===== src/rtl/sigmul_pkg.sv =====
package sigmul_pkg;
  // widths of the library tile and the counter fan-in
  localparam int unsigned TILE_W = 8;
  localparam int unsigned CNT_H  = 5;
  localparam int unsigned CNT_W  = 4;

  function automatic logic [2:0] ones5(input logic [CNT_H-1:0] v);
    logic [2:0] n;
    n = '0;
    for (int k = 0; k < CNT_H; k++) n = n + {2'b00, v[k]};
    return n;
  endfunction
endpackage


===== src/rtl/sigmul_tile.sv =====
module sigmul_tile #(
  parameter int unsigned W = 8
) (
  input  logic [W-1:0]   a_i,
  input  logic [W-1:0]   b_i,
  output logic [2*W-1:0] p_o
);
  // library multiplier cell model
  assign p_o = {{W{1'b0}}, a_i} * {{W{1'b0}}, b_i};
endmodule


===== src/rtl/sigmul_cnt554.sv =====
module sigmul_cnt554
  import sigmul_pkg::*;
(
  input  logic [CNT_H-1:0] lo_i,
  input  logic [CNT_H-1:0] hi_i,
  output logic [CNT_W-1:0] s_o
);
  logic [2:0] n_lo, n_hi;
  assign n_lo = ones5(lo_i);
  assign n_hi = ones5(hi_i);
  assign s_o  = {1'b0, n_lo} + {n_hi, 1'b0};
endmodule


===== src/rtl/sigmul_reduce.sv =====
module sigmul_reduce
  import sigmul_pkg::*;
#(
  parameter int unsigned W  = 8,
  parameter int unsigned N  = 3,
  localparam int unsigned PW = 2*N*W,
  localparam int unsigned NT = N*N,
  localparam int unsigned NP = PW/2
) (
  input  logic [NT*2*W-1:0] pp_i,
  output logic [PW-1:0]     row0_o,
  output logic [PW-1:0]     row1_o
);
  logic [CNT_H-1:0] col [PW];
  logic [CNT_W-1:0] cs  [NP];
  logic             col_ovf;
  logic [1:0]       spill;

  // stack every tile bit into its column at weight 8(i+j)
  always_comb begin
    int fill [PW];
    int base, c;
    col_ovf = 1'b0;
    for (int k = 0; k < int'(PW); k++) begin
      col[k]  = '0;
      fill[k] = 0;
    end
    for (int t = 0; t < int'(NT); t++) begin
      base = int'(W) * (t / int'(N) + t % int'(N));
      for (int b = 0; b < 2*int'(W); b++) begin
        c = base + b;
        if (fill[c] < int'(CNT_H)) col[c][fill[c]] = pp_i[t*2*int'(W) + b];
        else col_ovf = 1'b1;
        fill[c] = fill[c] + 1;
      end
    end
  end

  for (genvar k = 0; k < NP; k++) begin : g_cnt
    sigmul_cnt554 u_cnt (
      .lo_i (col[2*k]),
      .hi_i (col[2*k+1]),
      .s_o  (cs[k])
    );
  end

  always_comb begin
    row0_o = '0;
    row1_o = '0;
    spill  = '0;
    for (int k = 0; k < int'(NP); k++) begin
      row0_o[2*k]   = cs[k][0];
      row0_o[2*k+1] = cs[k][1];
      if (k < int'(NP) - 1) begin
        row1_o[2*k+2] = cs[k][2];
        row1_o[2*k+3] = cs[k][3];
      end else begin
        spill = cs[k][3:2];
      end
    end
  end


  always_comb col_height_chk: assert (!col_ovf);

  always_comb cnt_spill_chk: assert (spill == 2'b00);
endmodule


===== src/rtl/sigmul_add4.sv =====
module sigmul_add4 (
  input  logic [3:0] a_i,
  input  logic [3:0] b_i,
  input  logic       c_i,
  output logic [3:0] s_o,
  output logic       gp_o,
  output logic       gg_o
);
  logic [3:0] p, g, c;
  assign p = a_i ^ b_i;
  assign g = a_i & b_i;
  assign c[0] = c_i;
  assign c[1] = g[0] | (p[0] & c_i);
  assign c[2] = g[1] | (p[1] & g[0]) | (p[1] & p[0] & c_i);
  assign c[3] = g[2] | (p[2] & g[1]) | (p[2] & p[1] & g[0]) | (p[2] & p[1] & p[0] & c_i);
  assign s_o  = p ^ c;
  assign gp_o = &p;
  assign gg_o = g[3] | (p[3] & g[2]) | (p[3] & p[2] & g[1]) | (p[3] & p[2] & p[1] & g[0]);
endmodule


===== src/rtl/sigmul_lcu4.sv =====
module sigmul_lcu4 (
  input  logic [3:0] p_i,
  input  logic [3:0] g_i,
  input  logic       c_i,
  output logic [3:0] c_o,
  output logic       gp_o,
  output logic       gg_o
);
  assign c_o[0] = c_i;
  assign c_o[1] = g_i[0] | (p_i[0] & c_i);
  assign c_o[2] = g_i[1] | (p_i[1] & g_i[0]) | (p_i[1] & p_i[0] & c_i);
  assign c_o[3] = g_i[2] | (p_i[2] & g_i[1]) | (p_i[2] & p_i[1] & g_i[0])
                | (p_i[2] & p_i[1] & p_i[0] & c_i);
  assign gp_o = &p_i;
  assign gg_o = g_i[3] | (p_i[3] & g_i[2]) | (p_i[3] & p_i[2] & g_i[1])
              | (p_i[3] & p_i[2] & p_i[1] & g_i[0]);
endmodule


===== src/rtl/sigmul_cla.sv =====
module sigmul_cla #(
  parameter int unsigned PW  = 48,
  localparam int unsigned NIB = PW/4,
  localparam int unsigned NL1 = NIB/4
) (
  input  logic [PW-1:0] a_i,
  input  logic [PW-1:0] b_i,
  output logic [PW-1:0] s_o,
  output logic          co_o
);
  logic [NIB-1:0] gp_n, gg_n, cin_n;
  logic [3:0]     p1, g1, c1;
  logic           p2, g2;

  for (genvar n = 0; n < NIB; n++) begin : g_nib
    sigmul_add4 u_add (
      .a_i  (a_i[4*n +: 4]),
      .b_i  (b_i[4*n +: 4]),
      .c_i  (cin_n[n]),
      .s_o  (s_o[4*n +: 4]),
      .gp_o (gp_n[n]),
      .gg_o (gg_n[n])
    );
  end

  for (genvar m = 0; m < 4; m++) begin : g_l1
    if (m < NL1) begin : g_used
      sigmul_lcu4 u_lcu (
        .p_i  (gp_n[4*m +: 4]),
        .g_i  (gg_n[4*m +: 4]),
        .c_i  (c1[m]),
        .c_o  (cin_n[4*m +: 4]),
        .gp_o (p1[m]),
        .gg_o (g1[m])
      );
    end else begin : g_pad
      assign p1[m] = 1'b0;
      assign g1[m] = 1'b0;
    end
  end

  sigmul_lcu4 u_lcu_top (
    .p_i  (p1),
    .g_i  (g1),
    .c_i  (1'b0),
    .c_o  (c1),
    .gp_o (p2),
    .gg_o (g2)
  );

  if (NL1 < 4) begin : g_co_mid
    assign co_o = c1[NL1];
  end else begin : g_co_top
    assign co_o = g2;
  end

  logic unused_p2;
  assign unused_p2 = p2;
endmodule


===== src/rtl/sigmul_round.sv =====
module sigmul_round #(
  parameter int unsigned OPW    = 24,
  parameter bit          RND_EN = 1'b1,
  localparam int unsigned PW    = 2*OPW
) (
  input  logic [PW-1:0]  prod_i,
  output logic [OPW-1:0] sig_o,
  output logic           norm_o,
  output logic           renorm_o
);
  logic [OPW-1:0] keep;
  logic           grd, rnd, stk;
  logic [OPW:0]   inc;

  assign norm_o = prod_i[PW-1];

  always_comb begin
    if (norm_o) begin
      keep = prod_i[PW-1 -: OPW];
      grd  = prod_i[OPW-1];
      rnd  = prod_i[OPW-2];
      stk  = |prod_i[OPW-3:0];
    end else begin
      keep = prod_i[PW-2 -: OPW];
      grd  = prod_i[OPW-2];
      rnd  = prod_i[OPW-3];
      stk  = |prod_i[OPW-4:0];
    end
  end

  if (RND_EN) begin : g_rne
    logic up;
    assign up       = grd & (rnd | stk | keep[0]);
    assign inc      = {1'b0, keep} + {{OPW{1'b0}}, up};
    assign renorm_o = inc[OPW];
    assign sig_o    = inc[OPW] ? inc[OPW:1] : inc[OPW-1:0];
  end else begin : g_trunc
    assign inc      = '0;
    assign renorm_o = 1'b0;
    assign sig_o    = keep;
  end

  logic unused_rnd;
  assign unused_rnd = ^{inc, rnd, stk};


  always_comb renorm_value_chk: assert (!renorm_o || sig_o == {1'b1, {(OPW-1){1'b0}}});
endmodule


===== src/rtl/sigmul.sv =====
module sigmul #(
  parameter int unsigned W      = 8,
  parameter int unsigned N      = 3,
  parameter bit          RND_EN = 1'b1,
  localparam int unsigned OPW   = N*W,
  localparam int unsigned PW    = 2*OPW,
  localparam int unsigned NT    = N*N
) (
  input  logic [OPW-1:0] a_i,
  input  logic [OPW-1:0] b_i,
  output logic [PW-1:0]  prod_o,
  output logic [OPW-1:0] sig_o,
  output logic           norm_o,
  output logic           renorm_o
);
  logic [NT*2*W-1:0] pp;
  logic [PW-1:0]     row0, row1;
  logic              co;

  for (genvar i = 0; i < N; i++) begin : g_ra
    for (genvar j = 0; j < N; j++) begin : g_rb
      sigmul_tile #(.W(W)) u_tile (
        .a_i (a_i[i*W +: W]),
        .b_i (b_i[j*W +: W]),
        .p_o (pp[(i*N+j)*2*W +: 2*W])
      );
    end
  end

  sigmul_reduce #(.W(W), .N(N)) u_red (
    .pp_i   (pp),
    .row0_o (row0),
    .row1_o (row1)
  );

  sigmul_cla #(.PW(PW)) u_cla (
    .a_i  (row0),
    .b_i  (row1),
    .s_o  (prod_o),
    .co_o (co)
  );

  sigmul_round #(.OPW(OPW), .RND_EN(RND_EN)) u_rnd (
    .prod_i   (prod_o),
    .sig_o    (sig_o),
    .norm_o   (norm_o),
    .renorm_o (renorm_o)
  );


  always_comb cla_carry_chk: assert (!co);

  always_comb norm_lead_chk: assert (!(a_i[OPW-1] && b_i[OPW-1]) || prod_o[PW-1] || prod_o[PW-2]);

  always_comb sig_lead_chk: assert (!(a_i[OPW-1] && b_i[OPW-1]) || sig_o[OPW-1]);
endmodule


===== config.mk =====
export PLATFORM = sky130hd
export DESIGN_NAME = sigmul
export DESIGN_NICKNAME = d
export VERILOG_FILES = /design/src/rtl/sigmul_pkg.sv /design/src/rtl/sigmul_tile.sv /design/src/rtl/sigmul_cnt554.sv /design/src/rtl/sigmul_reduce.sv /design/src/rtl/sigmul_add4.sv /design/src/rtl/sigmul_lcu4.sv /design/src/rtl/sigmul_cla.sv /design/src/rtl/sigmul_round.sv /design/src/rtl/sigmul.sv
export SDC_FILE = /design/constraint.sdc
export NUM_CORES = 2
export LEC_CHECK = 0
export BUFFER_PORTS_ARGS = -buffer_cell sky130_fd_sc_hd__clkbuf_2
export CAP_MARGIN = 0
export CELL_PAD_IN_SITES_DETAIL_PLACEMENT = 1
export CELL_PAD_IN_SITES_GLOBAL_PLACEMENT = 2
export CORE_MARGIN = 2
export CORE_UTILIZATION = 35
export DETAILED_ROUTE_END_ITERATION = 10
export PLACE_DENSITY_LB_ADDON = 0.12
export SETUP_SLACK_MARGIN = 0.05
export SYNTH_ARGS = -nofsm -noshare
export SYNTH_HDL_FRONTEND = slang
export SYNTH_SLANG_ARGS = --single-unit
export TNS_END_PERCENT = 20

===== constraint.sdc =====
create_clock -name vclk -period 20.2
set_clock_uncertainty 0.05 [all_clocks]
set_input_delay 3.03 -clock vclk [all_inputs]
set_output_delay 3.03 -clock vclk [all_outputs]
set_load 0.02 [all_outputs]

# Word-level counts from Yosys, hierarchy flattened
# Index checks and enable logic that the tools add are counted.
[classes]
n_addsub = 121
n_mul = 9
mux = 5
bitwise = 354
n_reduce_logical = 13
[ops]
columns = ["cell", "n"]
rows = [
  ["AND 1 bit", 192],
  ["multiplier 8 x 8 -> 16 bit", 9],
  ["bitwise OR 1 bit", 126],
  ["adder 2 x 1 -> 3 bit", 32],
  ["adder 3 x 1 -> 3 bit", 32],
  ["bitwise XOR 4 bit", 20],
  ["adder 1 x 1 -> 2 bit", 32],
  ["adder 3 x 4 -> 4 bit", 16],
  ["two-way mux 24 bit", 2],
  ["AND reduction 4 bit", 10],
  ["AND 4 bit", 8],
  ["adder 24 x 1 -> 25 bit", 1],
  ["OR reduction 22 bit", 1],
  ["adder 1 x 2 -> 3 bit", 7],
  ["OR reduction 21 bit", 1],
  ["AND reduction 16 bit", 1],
  ["bitwise XOR 4 x 3 -> 4 bit", 4],
  ["AND 4 x 3 -> 4 bit", 3],
  ["AND 3 bit", 1],
  ["two-way mux 1 bit", 3],
  ["adder 1 x 2 -> 2 bit", 1],
]
[totals]
ff_bits = 0
inputBits = 48

# Longest topological paths before layout
[logic_depth]
depth_word = 27
mapped_depth = 55

# Cells and area by module
# A second synthesis with hierarchy kept.
[hier_totals]
hier_cells = 3215
hier_area_um2 = 27811.7
[by_module_without_submodules]
columns = ["mod", "n_inst", "cells_per_inst", "area_per_inst_um2", "seq_area_each_um2"]
rows = [
  ["sigmul_tile (g_ra[0].g_rb[0].u_tile ...)", 4, 243, 2114.5, 0.0],
  ["sigmul_tile (g_ra[2].g_rb[0].u_tile ...)", 3, 243, 2125.8, 0.0],
  ["sigmul_cnt554", 24, 21, 196.4, 0.0],
  ["sigmul_add4", 12, 22, 182.7, 0.0],
  ["sigmul_tile (g_ra[1].g_rb[2].u_tile)", 1, 243, 2134.5, 0.0],
  ["sigmul_tile (g_ra[1].g_rb[1].u_tile)", 1, 243, 2124.5, 0.0],
  ["sigmul_round", 1, 216, 1522.7, 0.0],
  ["sigmul_lcu4", 4, 10, 66.3, 0.0],
  ["sigmul_reduce", 1, 3, 18.8, 0.0],
  ["sigmul_cla", 1, 1, 3.8, 0.0],
]

# Worst setup path before layout
# OpenSTA, ideal clock, no wires.
[synth_timing]
path_type = "input to output"
from = "input port b_i[15]"
to = "output port sig_o[18]"
arrival_time_ns = 13.718
setup_slack_ns = 3.402
cell_stages = 52
cell_sequence = "clkbuf_1 > nand2_1 > fa_1 > fa_1 > inv_1 > fa_1 > inv_1 > fa_1 > inv_1 > ha_1 > inv_1 > o21bai_1 > a21oi_1 > o21bai_1 > a21oi_1 > nor2b_1 > o21a_1 > o21ai_0 > [16 not listed] > a31o_2 > nor2_4 > and3_1 > buf_6 > or2_1 > buf_2 > inv_2 > clkbuf_1 > buf_2 > nand2_1 > a21boi_0 > ha_1 > and3_1 > nand4_1 > a2111o_1 > nor4_2 > mux2_1 > nand3_1"
[synth_via]
elab_chain_len = 27
word_cells_on_any_way = 363
classes_between = "add/sub: 96; mul: 3; mux: 5; bitwise: 248; reduce/logical: 11"
[synth_rtl]
columns = ["item", "line_no", "text"]
rows = [
  ["start, declared", "sigmul.sv:10", "input logic [OPW-1:0] b_i,"],
  ["multiplier 8 x 8 -> 16 bit", "sigmul_tile.sv:9", "assign p_o = {{W{1'b0}}, a_i} * {{W{1'b0}}, b_i};"],
  ["adder 1 x 1 -> 2 bit", "sigmul_pkg.sv:10", "for (int k = 0; k < CNT_H; k++) n = n + {2'b00, v[k]};"],
  ["adder 2 x 1 -> 3 bit", "sigmul_pkg.sv:10", ""],
  ["adder 3 x 1 -> 3 bit (2 in series)", "sigmul_pkg.sv:10", ""],
  ["adder 3 x 4 -> 4 bit", "sigmul_cnt554.sv:11", "assign s_o = {1'b0, n_lo} + {n_hi, 1'b0};"],
  ["bitwise XOR 4 bit or AND 4 bit (tied branches)", "sigmul_add4.sv:10, sigmul_add4.sv:11", ""],
  ["AND 1 bit", "sigmul_add4.sv:18", "assign gg_o = g[3] | (p[3] & g[2]) | (p[3] & p[2] & g[1]) | (p[3] & p[2] & p[1] & g[0]);"],
  ["bitwise OR 1 bit or AND 1 bit (tied branches) (2 in series)", "sigmul_add4.sv:18", ""],
  ["[9 not listed]", "-", ""],
  ["bitwise OR 1 bit *", "sigmul_add4.sv:15", "assign c[3] = g[2] | (p[2] & g[1]) | (p[2] & p[1] & g[0]) | (p[2] & p[1] & p[0] & c_i);"],
  ["bitwise XOR 4 bit *", "sigmul_add4.sv:16", "assign s_o = p ^ c;"],
  ["named net norm_o", "sigmul.sv:13", "output logic norm_o,"],
  ["two-way mux 1 bit", "sigmul_round.sv:18", "if (norm_o) begin"],
  ["bitwise OR 1 bit (2 in series)", "sigmul_round.sv:33", "assign up = grd & (rnd | stk | keep[0]);"],
  ["AND 1 bit", "sigmul_round.sv:33", ""],
  ["adder 24 x 1 -> 25 bit *", "sigmul_round.sv:34", "assign inc = {1'b0, keep} + {{OPW{1'b0}}, up};"],
  ["two-way mux 24 bit *", "sigmul_round.sv:36", "assign sig_o = inc[OPW] ? inc[OPW:1] : inc[OPW-1:0];"],
  ["end, declared", "sigmul.sv:12", "output logic [OPW-1:0] sig_o,"],
]
# Mark *: on every way through the listed nets, which the timed path passes. The rest lies on a longest branch.

# Final worst setup path
[layout_timing]
from = "input port b_i[11]"
to = "output port sig_o[8]"
[layout_via]
elab_chain_len = 27
word_cells_on_any_way = 405
classes_between = "add/sub: 106; mul: 3; mux: 5; bitwise: 279; reduce/logical: 12"
[layout_rtl]
columns = ["item", "line_no"]
rows = [
  ["multiplier 8 x 8 -> 16 bit", "sigmul_tile.sv:9"],
  ["adder 1 x 1 -> 2 bit", "sigmul_pkg.sv:10"],
  ["adder 2 x 1 -> 3 bit", "sigmul_pkg.sv:10"],
  ["adder 3 x 1 -> 3 bit (2 in series)", "sigmul_pkg.sv:10"],
  ["adder 3 x 4 -> 4 bit", "sigmul_cnt554.sv:11"],
  ["bitwise XOR 4 bit or AND 4 bit (tied branches)", "sigmul_add4.sv:10, sigmul_add4.sv:11"],
  ["AND 1 bit", "sigmul_add4.sv:18"],
  ["bitwise OR 1 bit or AND 1 bit (tied branches) (2 in series)", "sigmul_add4.sv:18"],
  ["[8 not listed]", "-"],
  ["AND 1 bit", "sigmul_add4.sv:15"],
  ["bitwise OR 1 bit", "sigmul_add4.sv:15"],
  ["bitwise XOR 4 bit", "sigmul_add4.sv:16"],
  ["two-way mux 1 bit", "sigmul_round.sv:18"],
  ["bitwise OR 1 bit (2 in series)", "sigmul_round.sv:33"],
  ["AND 1 bit", "sigmul_round.sv:33"],
  ["adder 24 x 1 -> 25 bit *", "sigmul_round.sv:34"],
  ["two-way mux 24 bit *", "sigmul_round.sv:36"],
]
# Every way passes the cells marked *; elsewhere a longest branch is shown, timed or not.

==> impl_metrics.tcl <==
set metrics [dict create \
    rows 94 \
    drtPass1Iterations 5 \
    grt_pass1_vias 20746 \
    setup_ws_ns 2.07 \
    synth_largest_area_cell "fa_1" \
    worstMarginPinSlew_ns 1.00 \
    maxSlewHeadroom_pct 32.9 \
    initial_utilization_pct 35.5 \
    ys_warn_count 0 \
    nets 3650 \
    cp_num_buf_inv 7 \
    grt_pass1_wl_microns 119000 \
    synth.area.top_cells "fa_1 33%, ha_1 20%, and2_1 10%, inv_1 9.6%, xnor2_1 4.1%" \
    syn_inst 2808 \
    die_w_microns 263 \
    synth_cell_types 87 \
    grt_max_degree 34 \
    postCtsSetupBuffers 0 \
    final_design_area_no_fill_sq_um 24800 \
    slowest_delay_ns 0.60 \
    required_ns 17.12 \
    grt_overflow 0 \
    post-place-ws_ns 2.00 \
    antenna_left 0 \
    cpLargestDelayFamily "adder cells" \
    rsz0062_at_grt "no" \
    crit_path_top_delay_cell "fa_1" \
    fin_tns_setup_ns 0 \
    clock_buffer_count 0 \
    final_common_cell "inv_1" \
    fin_crit_sh_pct 89.8 \
    outcome "finished clean" \
    vias_per_cell 4.98 \
    min_from "b_i[0]" \
    gp_congestion 0.854 \
    path_max_fanout 33 \
    finalWirelength_microns 73500 \
    fin_crit_ns 18.13 \
    maxSlewViolCount 0 \
    ios 122 \
    holdWs_ns 6.66 \
    max_freq_ghz 0.0552 \
    grt_antenna_before_repair 6 \
    synth_fp_nets 3626 \
    fillers 7910 \
    dpl_cell_area_sq_um 24800 \
    syn_avg_cell_area_sq_um 8.37 \
    seq_cells 0 \
    start_kind "primary input" \
    routedWlPerCell_microns 19.9 \
    portBuffers 122 \
    synth_top_area_share_pct 33.1 \
    min-delay-path-class "in -> out" \
    netlist_area_sq_um 23500 \
    die_h_microns 263 \
    holdPathStages 4 \
    area_growth_pct 5.68 \
    yosysSeqAreaShare_pct 0 \
    hold_violations 0 \
    drive_gt1_share_pct 6.47 \
    setup_viol 0 \
    detailedPlacementHpwl_microns 60200 \
    drc_errors 0 \
    drtIter0Drc 690 \
    crit_arrival_ns 15.05 \
    ctsHoldBuffers 0 \
    critical_path_class "in -> out" \
    num_vias 18394 \
    crit_path_end_kind "output port" \
    maxCapViolations 0 \
    final-seq-area_sq_um 0 \
    holdPathEnd "prod_o[0]" \
    die_area_sq_um 69200 \
    cts_resized 0 \
    final_cell_mix "599 x inv_1, 389 x fa_1, 381 x ha_1" \
    multi_input_area_sq_um 20800 \
    core_sq_um 66100 \
    cpMostUsedCell "fa_1" \
    track_usage_pct 21.7 \
]
tightest hold or removal path, delay by kind of cell:
kind,cells,cell delay [ns]
buffers and inverters,3,0.45
and+or+nand+nor,1,0.19
cell usage after synthesis (4+ instances only):
cell,count
a21boi_0,6
nor2_1,67
o211ai_1,5
o21a_1,23
a31oi_1,6
nand3_1,19
nand2_1,250
clkbuf_1,102
nor3b_1,4
xor2_1,47
ha_1,381
o21ai_0,52
nand4_1,10
fa_1,389
a21o_1,28
or3_1,5
o21ai_1,4
o21bai_1,31
a211oi_1,7
inv_1,599
a31o_2,5
nor4_1,10
nor2b_1,27
o211ai_2,5
buf_2,5
xnor2_1,111
a21oi_1,93
and3_1,7
and2_1,380
nor3_1,19
nand2b_1,20
kinds of logic (layout without fill, tap and decap cells):
family,Yosys count,in the layout,synth area share [%]
adder cells (fa/ha/maj),770,770,53.4
AO/OA/AOI/OAI,308,308,9.05
buffers and inverters,716,738,11.6
multiplexers,6,6,0.272
other,0,2,0
AND/OR/NAND/NOR,846,846,19.4
XOR/XNOR,162,162,6.22
per-layer routing:
layer / routed length (microns) / share of wire (%) / track usage [%] / vias up
met5: 0 / 0 / 0 / -
met4: 815 / 1.1 / 2.22 / 0
met3: 2300 / 3.1 / 1.15 / 31
met2: 34100 / 46 / 36.9 / 258
met1: 36300 / 49 / 31.4 / 9409
li1: - / - / - / 8696
layout make-up:
class | count | share of cell area (%)
diodes | 2 | 0.0202
multi-input cells | 2092 | 83.7
well taps | 864 | 4.35
repair buffers | 135 | 2.85
inverters | 603 | 9.12
worst max-delay path by stage:
stage / from / end / slack (ns) / cells after the start
finish: b_i[11] / sig_o[8] / 2.07 / 48
CTS: b_i[12] / sig_o[8] / 1.99 / 48
global route: a_i[0] / sig_o[8] / 1.03 / 49
detailed placement: b_i[11] / sig_o[8] / 2.00 / 48
global placement: b_i[14] / sig_o[8] / 2.25 / 49
floorplan: b_i[15] / sig_o[18] / 3.40 / 52
per-stage QoR:
step	instances	utilization, %
after CTS	3694	37.6
after global routing	3694	37.6
final	3696	37.6
after global placement	3694	37.6
after detailed placement	3694	37.6
after floorplan	2808	-
